### src/rtl/pfs_pkg.sv
package pfs_pkg;
    typedef enum logic [2:0] {
        ST_START   = 3'd0,
        ST_REQ     = 3'd1,
        ST_WAIT    = 3'd2,
        ST_SPLIT   = 3'd3,
        ST_PRESENT = 3'd4
    } fetch_st_e;
endpackage

### src/rtl/pfs_pair_counter.sv
module pfs_pair_counter #(
    parameter int ADDR_W = 12
) (
    input  logic              clk,
    input  logic              rst,
    input  logic              load,
    input  logic [ADDR_W-1:0] load_addr,
    input  logic              step,
    output logic [ADDR_W-1:0] pc_o
);
    localparam logic [ADDR_W-1:0] ONE = {{(ADDR_W-1){1'b0}}, 1'b1};

    logic [ADDR_W-1:0] pc_d, pc_q;

    always_comb begin
        pc_d = pc_q;
        if (load) begin
            pc_d = load_addr;
        end else if (step) begin
            pc_d = pc_q + ONE;
        end
    end

    always_ff @(posedge clk) begin
        if (rst) begin
            pc_q <= '0;
        end else begin
            pc_q <= pc_d;
        end
    end

    assign pc_o = pc_q;
endmodule

### src/rtl/pfs_half_sel.sv
module pfs_half_sel #(
    parameter int INSN_W = 20
) (
    input  logic [2*INSN_W-1:0] word_i,
    input  logic                pick_right_i,
    output logic [INSN_W-1:0]   insn_o
);
    assign insn_o = pick_right_i ? word_i[INSN_W-1:0] : word_i[2*INSN_W-1:INSN_W];
endmodule

### src/rtl/pair_fetch_seq.sv
module pair_fetch_seq #(
    parameter int OPC_W  = 8,
    parameter int ADDR_W = 12
) (
    input  logic                      clk,
    input  logic                      rst,
    output logic                      mem_req_o,
    output logic [ADDR_W-1:0]         mem_addr_o,
    input  logic                      mem_rvalid_i,
    input  logic [2*(OPC_W+ADDR_W)-1:0] mem_rdata_i,
    input  logic                      jump_i,
    input  logic [ADDR_W-1:0]         jump_addr_i,
    input  logic                      jump_right_i,
    output logic                      insn_valid_o,
    input  logic                      insn_ready_i,
    output logic [OPC_W-1:0]          insn_opcode_o,
    output logic [ADDR_W-1:0]         insn_operand_o
);
    import pfs_pkg::*;

    localparam int INSN_W = OPC_W + ADDR_W;
    localparam int WORD_W = 2 * INSN_W;

    typedef struct packed {
        fetch_st_e         st;
        logic [ADDR_W-1:0] mar;
        logic [WORD_W-1:0] mbr;
        logic [INSN_W-1:0] ibr;
        logic              ibr_v;
        logic [OPC_W-1:0]  ir;
        logic [ADDR_W-1:0] opnd;
        logic              start_right;
        logic              discard;
    } seq_t;

    seq_t r_d, r_q;

    logic              pc_load, pc_step;
    logic [ADDR_W-1:0] pc;
    logic [INSN_W-1:0] first_insn;

    pfs_pair_counter #(.ADDR_W(ADDR_W)) u_pc (
        .clk      (clk),
        .rst      (rst),
        .load     (pc_load),
        .load_addr(jump_addr_i),
        .step     (pc_step),
        .pc_o     (pc)
    );

    pfs_half_sel #(.INSN_W(INSN_W)) u_sel (
        .word_i      (r_q.mbr),
        .pick_right_i(r_q.start_right),
        .insn_o      (first_insn)
    );

    always_comb begin
        r_d     = r_q;
        pc_load = 1'b0;
        pc_step = 1'b0;

        case (r_q.st)
            ST_START: begin
                r_d.mar = pc;
                pc_step = 1'b1;
                r_d.st  = ST_REQ;
            end
            ST_REQ: begin
                r_d.st = ST_WAIT;
            end
            ST_WAIT: begin
                if (mem_rvalid_i) begin
                    if (r_q.discard) begin
                        r_d.discard = 1'b0;
                        r_d.st      = ST_START;
                    end else begin
                        r_d.mbr = mem_rdata_i;
                        r_d.st  = ST_SPLIT;
                    end
                end
            end
            ST_SPLIT: begin
                {r_d.ir, r_d.opnd} = first_insn;
                r_d.ibr            = r_q.mbr[INSN_W-1:0];
                r_d.ibr_v          = !r_q.start_right;
                r_d.start_right    = 1'b0;
                r_d.st             = ST_PRESENT;
            end
            ST_PRESENT: begin
                if (insn_ready_i) begin
                    if (r_q.ibr_v) begin
                        {r_d.ir, r_d.opnd} = r_q.ibr;
                        r_d.ibr_v          = 1'b0;
                    end else begin
                        r_d.st = ST_START;
                    end
                end
            end
            default: r_d.st = ST_START;
        endcase

        // Redirect wins over everything above; a read already issued must drain.
        if (jump_i) begin
            pc_load         = 1'b1;
            pc_step         = 1'b0;
            r_d.ibr_v       = 1'b0;
            r_d.start_right = jump_right_i;
            if (r_q.st == ST_REQ || (r_q.st == ST_WAIT && !mem_rvalid_i)) begin
                r_d.st      = ST_WAIT;
                r_d.discard = 1'b1;
            end else begin
                r_d.st      = ST_START;
                r_d.discard = 1'b0;
            end
        end
    end

    always_ff @(posedge clk) begin
        if (rst) begin
            r_q <= '0;
        end else begin
            r_q <= r_d;
        end
    end

    assign mem_req_o      = (r_q.st == ST_REQ);
    assign mem_addr_o     = r_q.mar;
    assign insn_valid_o   = (r_q.st == ST_PRESENT);
    assign insn_opcode_o  = r_q.ir;
    assign insn_operand_o = r_q.opnd;
endmodule

### config.mk
export PLATFORM = sky130hd
export DESIGN_NAME = pair_fetch_seq
export DESIGN_NICKNAME = d
export VERILOG_FILES = /design/src/rtl/pfs_pkg.sv /design/src/rtl/pfs_pair_counter.sv /design/src/rtl/pfs_half_sel.sv /design/src/rtl/pair_fetch_seq.sv
export SDC_FILE = /design/constraint.sdc
export NUM_CORES = 1
export LEC_CHECK = 0
export ABC_AREA = 0
export ABC_CLOCK_PERIOD_IN_PS = 2070
export BUFFER_PORTS_ARGS = -buffer_cell sky130_fd_sc_hd__buf_2
export CORE_ASPECT_RATIO = 1.1
export CORE_MARGIN = 5
export CORE_UTILIZATION = 45
export DETAILED_ROUTE_END_ITERATION = 10
export PLACE_DENSITY_LB_ADDON = 0.25
export SLEW_MARGIN = 20
export SYNTH_ARGS = -nofsm -noshare
export SYNTH_HDL_FRONTEND = slang
export SYNTH_SLANG_ARGS = --single-unit
### constraint.sdc
create_clock -name clk -period 2.07 [get_ports clk]
set_clock_uncertainty 0.1 [all_clocks]
set_input_delay 0.5175 -clock clk [delete_from_list [all_inputs] [get_ports clk]]
set_output_delay 0.5175 -clock clk [all_outputs]
set_load 0.01 [all_outputs]
==> metrics.md <==
| Metric | Value |
|---|---|
| Number of antenna violations at the first check in global routing | `0` |
| Detail-routed net length per standard cell | `13.8 um` |
| Iteration count of the initial detailed-routing pass | `4` |
| Worst Hold Class | `in -> reg` |
| Startpoint types | `register` |
| Final weighted congestion of routability-driven global placement | `0.817` |
| Final worst hold slack | `0.309 ns` |
| Post-cts hold buffer count | `0` |
| Count of buffers added by post-CTS timing repair for setup | `0` |
| Horizontal die dimension | `108 um` |
| Maximum achievable frequency | `495 MHz` |
| Pin slew with the least headroom to its limit | `0.581 ns` |
| WP data required | `1.45 ns` |
| Syn_area_per_cell | `7.90 um^2` |
| Number of cells on the worst reg-to-reg path | `4` |
| Leading cell type in the layout, fill and taps excluded | `sky130_fd_sc_hd__nand2_1` |
| Number of inserted filler cells in the final layout | `1,047` |
| Number of rows created at floorplan | `39` |
| Count of pins over their slew limit | `0` |
| Filler-free cell count of the finished design | `784` |
| Clock buffer count from CTS | `9` |
| Setup violations, final | `0` |
| Crit path largest cell delay | `0.42 ns` |
| Synth area leader | `sky130_fd_sc_hd__dfxtp_1` |
| Leak Pwr | `0.00210 uW` |
| Result of the run | `completed` |
| Synth Area in Adders | `0.00265` |
| Number of port buffers | `91` |
| Routed wire length | `10.9 mm` |
| Pwr/cell area | `793 nW/um^2` |
| Sequential element share of the synthesized area | `0.467` |
| Maximum clock insertion buffer count | `2` |
| Per-cell via count in the routed design | `4.99` |
| Cells after synthesis | `597` |
| Share of cells above drive strength 1 | `0.203` |
| Total global routing overflow | `0` |
| Maximum level of the CTS H-tree | `3` |
| Capturing element type of the critical path | `primary output` |
| Final Net Count | `695` |
| Number of global-route vias before repair | `3,771` |
| Post-synthesis compound-gate area fraction | `0.160` |
| Cells after DPL | `768` |
| Area occupied by multi-input gates | `2070 um^2` |
| Clock latency on the worst-skew pair | `0.34 ns` |
| Ant diodes | `0` |
| Register-to-register setup slack | `0.15 ns` |
| Tot Pwr | `4260 uW` |
| Die Y-Extent | `117 um` |
| Count of warnings emitted by yosys | `0` |
| Worst slew slack as a fraction of its limit | `0.613` |
| Most frequent cells in the layout | `sky130_fd_sc_hd__nand2_1 (193), sky130_fd_sc_hd__dfxtp_1 (108), sky130_fd_sc_hd__a21oi_1 (98)` |
| Maximum number of pins on one net before global-route repair | `55` |
| Cell types with the largest area share after synthesis | `sky130_fd_sc_hd__dfxtp_1 (47%), sky130_fd_sc_hd__nand2_1 (15%), sky130_fd_sc_hd__a21oi_1 (10%), sky130_fd_sc_hd__buf_4 (5.1%), sky130_fd_sc_hd__mux2i_1 (4.5%)` |
| RSZ-0062 raised after global routing | `true` |
| DRC violations left | `0` |
| Mapped Nets | `656` |
| Post-Syn Area | `4720 um^2` |
| 1st-iter DRT viols | `258` |
| Root buffer cell | `sky130_fd_sc_hd__clkbuf_16` |
| Top-level port count | `92` |
| Placeable Area | `10,300 um^2` |
| TritonCTS clock tree | `yes` |
| Kind of cell adding the most delay to the critical path | `flip-flops` |
| Setup slack of the critical path after layout | `0.0489 ns` |
| Clock-pin transition on the worst setup and hold timing paths | `0.07 ns` |
| Vias | `3,914` |
| Final sum of negative setup slack | `0 ns` |
| Main combinational cell family by area after synthesis | `simple AND/OR/NAND/NOR gates` |
| FF/Latch Area | `2200 um^2` |
| Xor/xnor cell area share of the yosys netlist | `0.0186` |
| Clock tree sinks | `110` |
| Share of synthesized cell area in and, or, nand and nor gates | `0.211` |
| Placed wire-length estimate | `7.74 mm` |
| Dpl ws | `0.166 ns` |
| Hold wc startpoint | `mem_rdata_i[29]` |
| Mux cell area share after synthesis | `0.0446` |
| Initial standard-cell utilization of the core | `0.456` |
| CP max FO | `11` |
| Crit Reg-Reg Startpoint | `u_pc.pc_o[0]` |
| Die outline area | `12,600 um^2` |
| Startpoint-to-endpoint class of the critical path | `reg -> out` |
| Count of antenna-violating nets left after detailed routing | `0` |
| Synth top area share | `0.467` |
| Seq cells post-synth | `110` |
| Crit path max-delay cell type | `sky130_fd_sc_hd__dfxtp_2` |
| PostCTS Resize Cnt | `2` |
| Hold path depth | `3` |
| CP arrival | `1.40 ns` |
| Cell-by-cell listing of the critical path | `or3b_4, inv_1, buf_2` |
| Endpoint of the worst-slack reg-to-reg timing path | `u_pc.pc_o[4]` |
| Endpoint, Worst Hold | `r_q[72]` |
| Hold Fails Final Rpt | `0` |
| GRT Overall Usage | `0.176` |
| Maximum capacitance violations | `0` |
| Time the worst path needs with I/O delays and setup | `2.02 ns` |
| Layout overhead on the synthesized area | `13.9%` |
| Count of distinct cell types in the synthesized netlist | `37` |
| Post-route clock period utilization | `0.976` |
| First-pass GRT wire length | `18.1 mm` |
| Worst ir drop on vdd | `0.347 mV` |
| Buffers and inverters on the worst path | `2` |
## sequential cells by signal, indices dropped and copies added, names as in the netlist
signal and flops:
insn_opcode_o 8, mem_addr_o 12, insn_operand_o 12, u_pc.pc_o 12, r_q 66
## through the flow
step            util  area (um^2)
4_1_cts        0.519         5370
6_report       0.519         5370
3_5_place_dp   0.489         5060
3_3_place_gp   0.489         5060
2_1_floorplan      -         4720
5_1_grt        0.519         5370
## worst reg2reg max path: cells and delay by family (launching register included)
| family | cells | cell delay [ns] |
|---|---|---|
| flops | 1 | 0.35 |
| fa+ha+maj | 1 | 0.15 |
| compound gates | 1 | 0.26 |
| simple gates | 2 | 0.97 |
## metal layers
| metal | up-vias | GRT usage | share of wire |
|---|---|---|---|
| li1 | 2040 | - | - |
| met1 | 1762 | 0.243 | 0.49 |
| met2 | 97 | 0.273 | 0.45 |
| met3 | 15 | 0.0407 | 0.050 |
| met4 | 0 | 0.0560 | 0.016 |
| met5 | - | 0 | 0 |
## worst max path at each step
stage,end,cells after the start,from
floorplan,u_pc.pc_o[4],5,u_pc.pc_o[0]
global placement,u_pc.pc_o[11],4,r_q[97]
detailed placement,u_pc.pc_o[10],4,r_q[96]
CTS,insn_valid_o,3,r_q[96]
global route,insn_valid_o,3,r_q[97]
finish,insn_valid_o,3,r_q[97]
## area by class of cell
cell class / instances / share of cell area
Timing Repair Buffer: 107 / 0.112
Sequential cell: 110 / 0.410
Inverter: 4 / 0.00279
Clock buffer: 10 / 0.0445
Multi-Input combinational cell: 404 / 0.386
Tap cell: 143 / 0.0333
Clock inverter: 6 / 0.0114
## Yosys cell counts
cell / count
sky130_fd_sc_hd__nand4_1: 2
sky130_fd_sc_hd__o21ai_0: 3
sky130_fd_sc_hd__mux2i_1: 21
sky130_fd_sc_hd__buf_1: 1
sky130_fd_sc_hd__o22a_1: 2
sky130_fd_sc_hd__and3b_2: 1
sky130_fd_sc_hd__and3b_1: 1
sky130_fd_sc_hd__xor2_1: 1
sky130_fd_sc_hd__inv_1: 4
sky130_fd_sc_hd__nor3b_1: 2
sky130_fd_sc_hd__nand3b_1: 2
sky130_fd_sc_hd__nand3_1: 5
sky130_fd_sc_hd__or4b_1: 1
sky130_fd_sc_hd__buf_2: 4
sky130_fd_sc_hd__nor3_1: 7
sky130_fd_sc_hd__nand2_1: 193
sky130_fd_sc_hd__clkbuf_1: 40
sky130_fd_sc_hd__nor4_2: 1
sky130_fd_sc_hd__nand2b_1: 2
sky130_fd_sc_hd__nor4bb_1: 1
sky130_fd_sc_hd__nor2_1: 12
sky130_fd_sc_hd__o211ai_1: 20
sky130_fd_sc_hd__dfxtp_1: 110
sky130_fd_sc_hd__nor4_1: 2
sky130_fd_sc_hd__or3b_1: 1
sky130_fd_sc_hd__o22ai_1: 1
sky130_fd_sc_hd__xnor2_1: 9
sky130_fd_sc_hd__or4b_4: 1
sky130_fd_sc_hd__buf_6: 2
sky130_fd_sc_hd__or4_1: 1
sky130_fd_sc_hd__a211oi_1: 8
sky130_fd_sc_hd__a311oi_1: 2
sky130_fd_sc_hd__ha_1: 1
sky130_fd_sc_hd__a21oi_1: 98
sky130_fd_sc_hd__nor2b_1: 1
sky130_fd_sc_hd__or3_1: 2
sky130_fd_sc_hd__buf_4: 32
## cell families (layout without fill, tap and decap cells)
kind of cell,after synthesis,count (layout)
compound gates,134,134
buf+inv,83,127
simple gates,238,238
fa+ha+maj,1,1
mux,21,21
flops,110,110
xor+xnor,10,10
## power by group
part	switching [uW]	internal (uW)	total, uW
logic	187	142	329
clock network	745	967	1710
registers	48.3	2170	2220
Note: power is estimated with default switching activity, not from simulation.
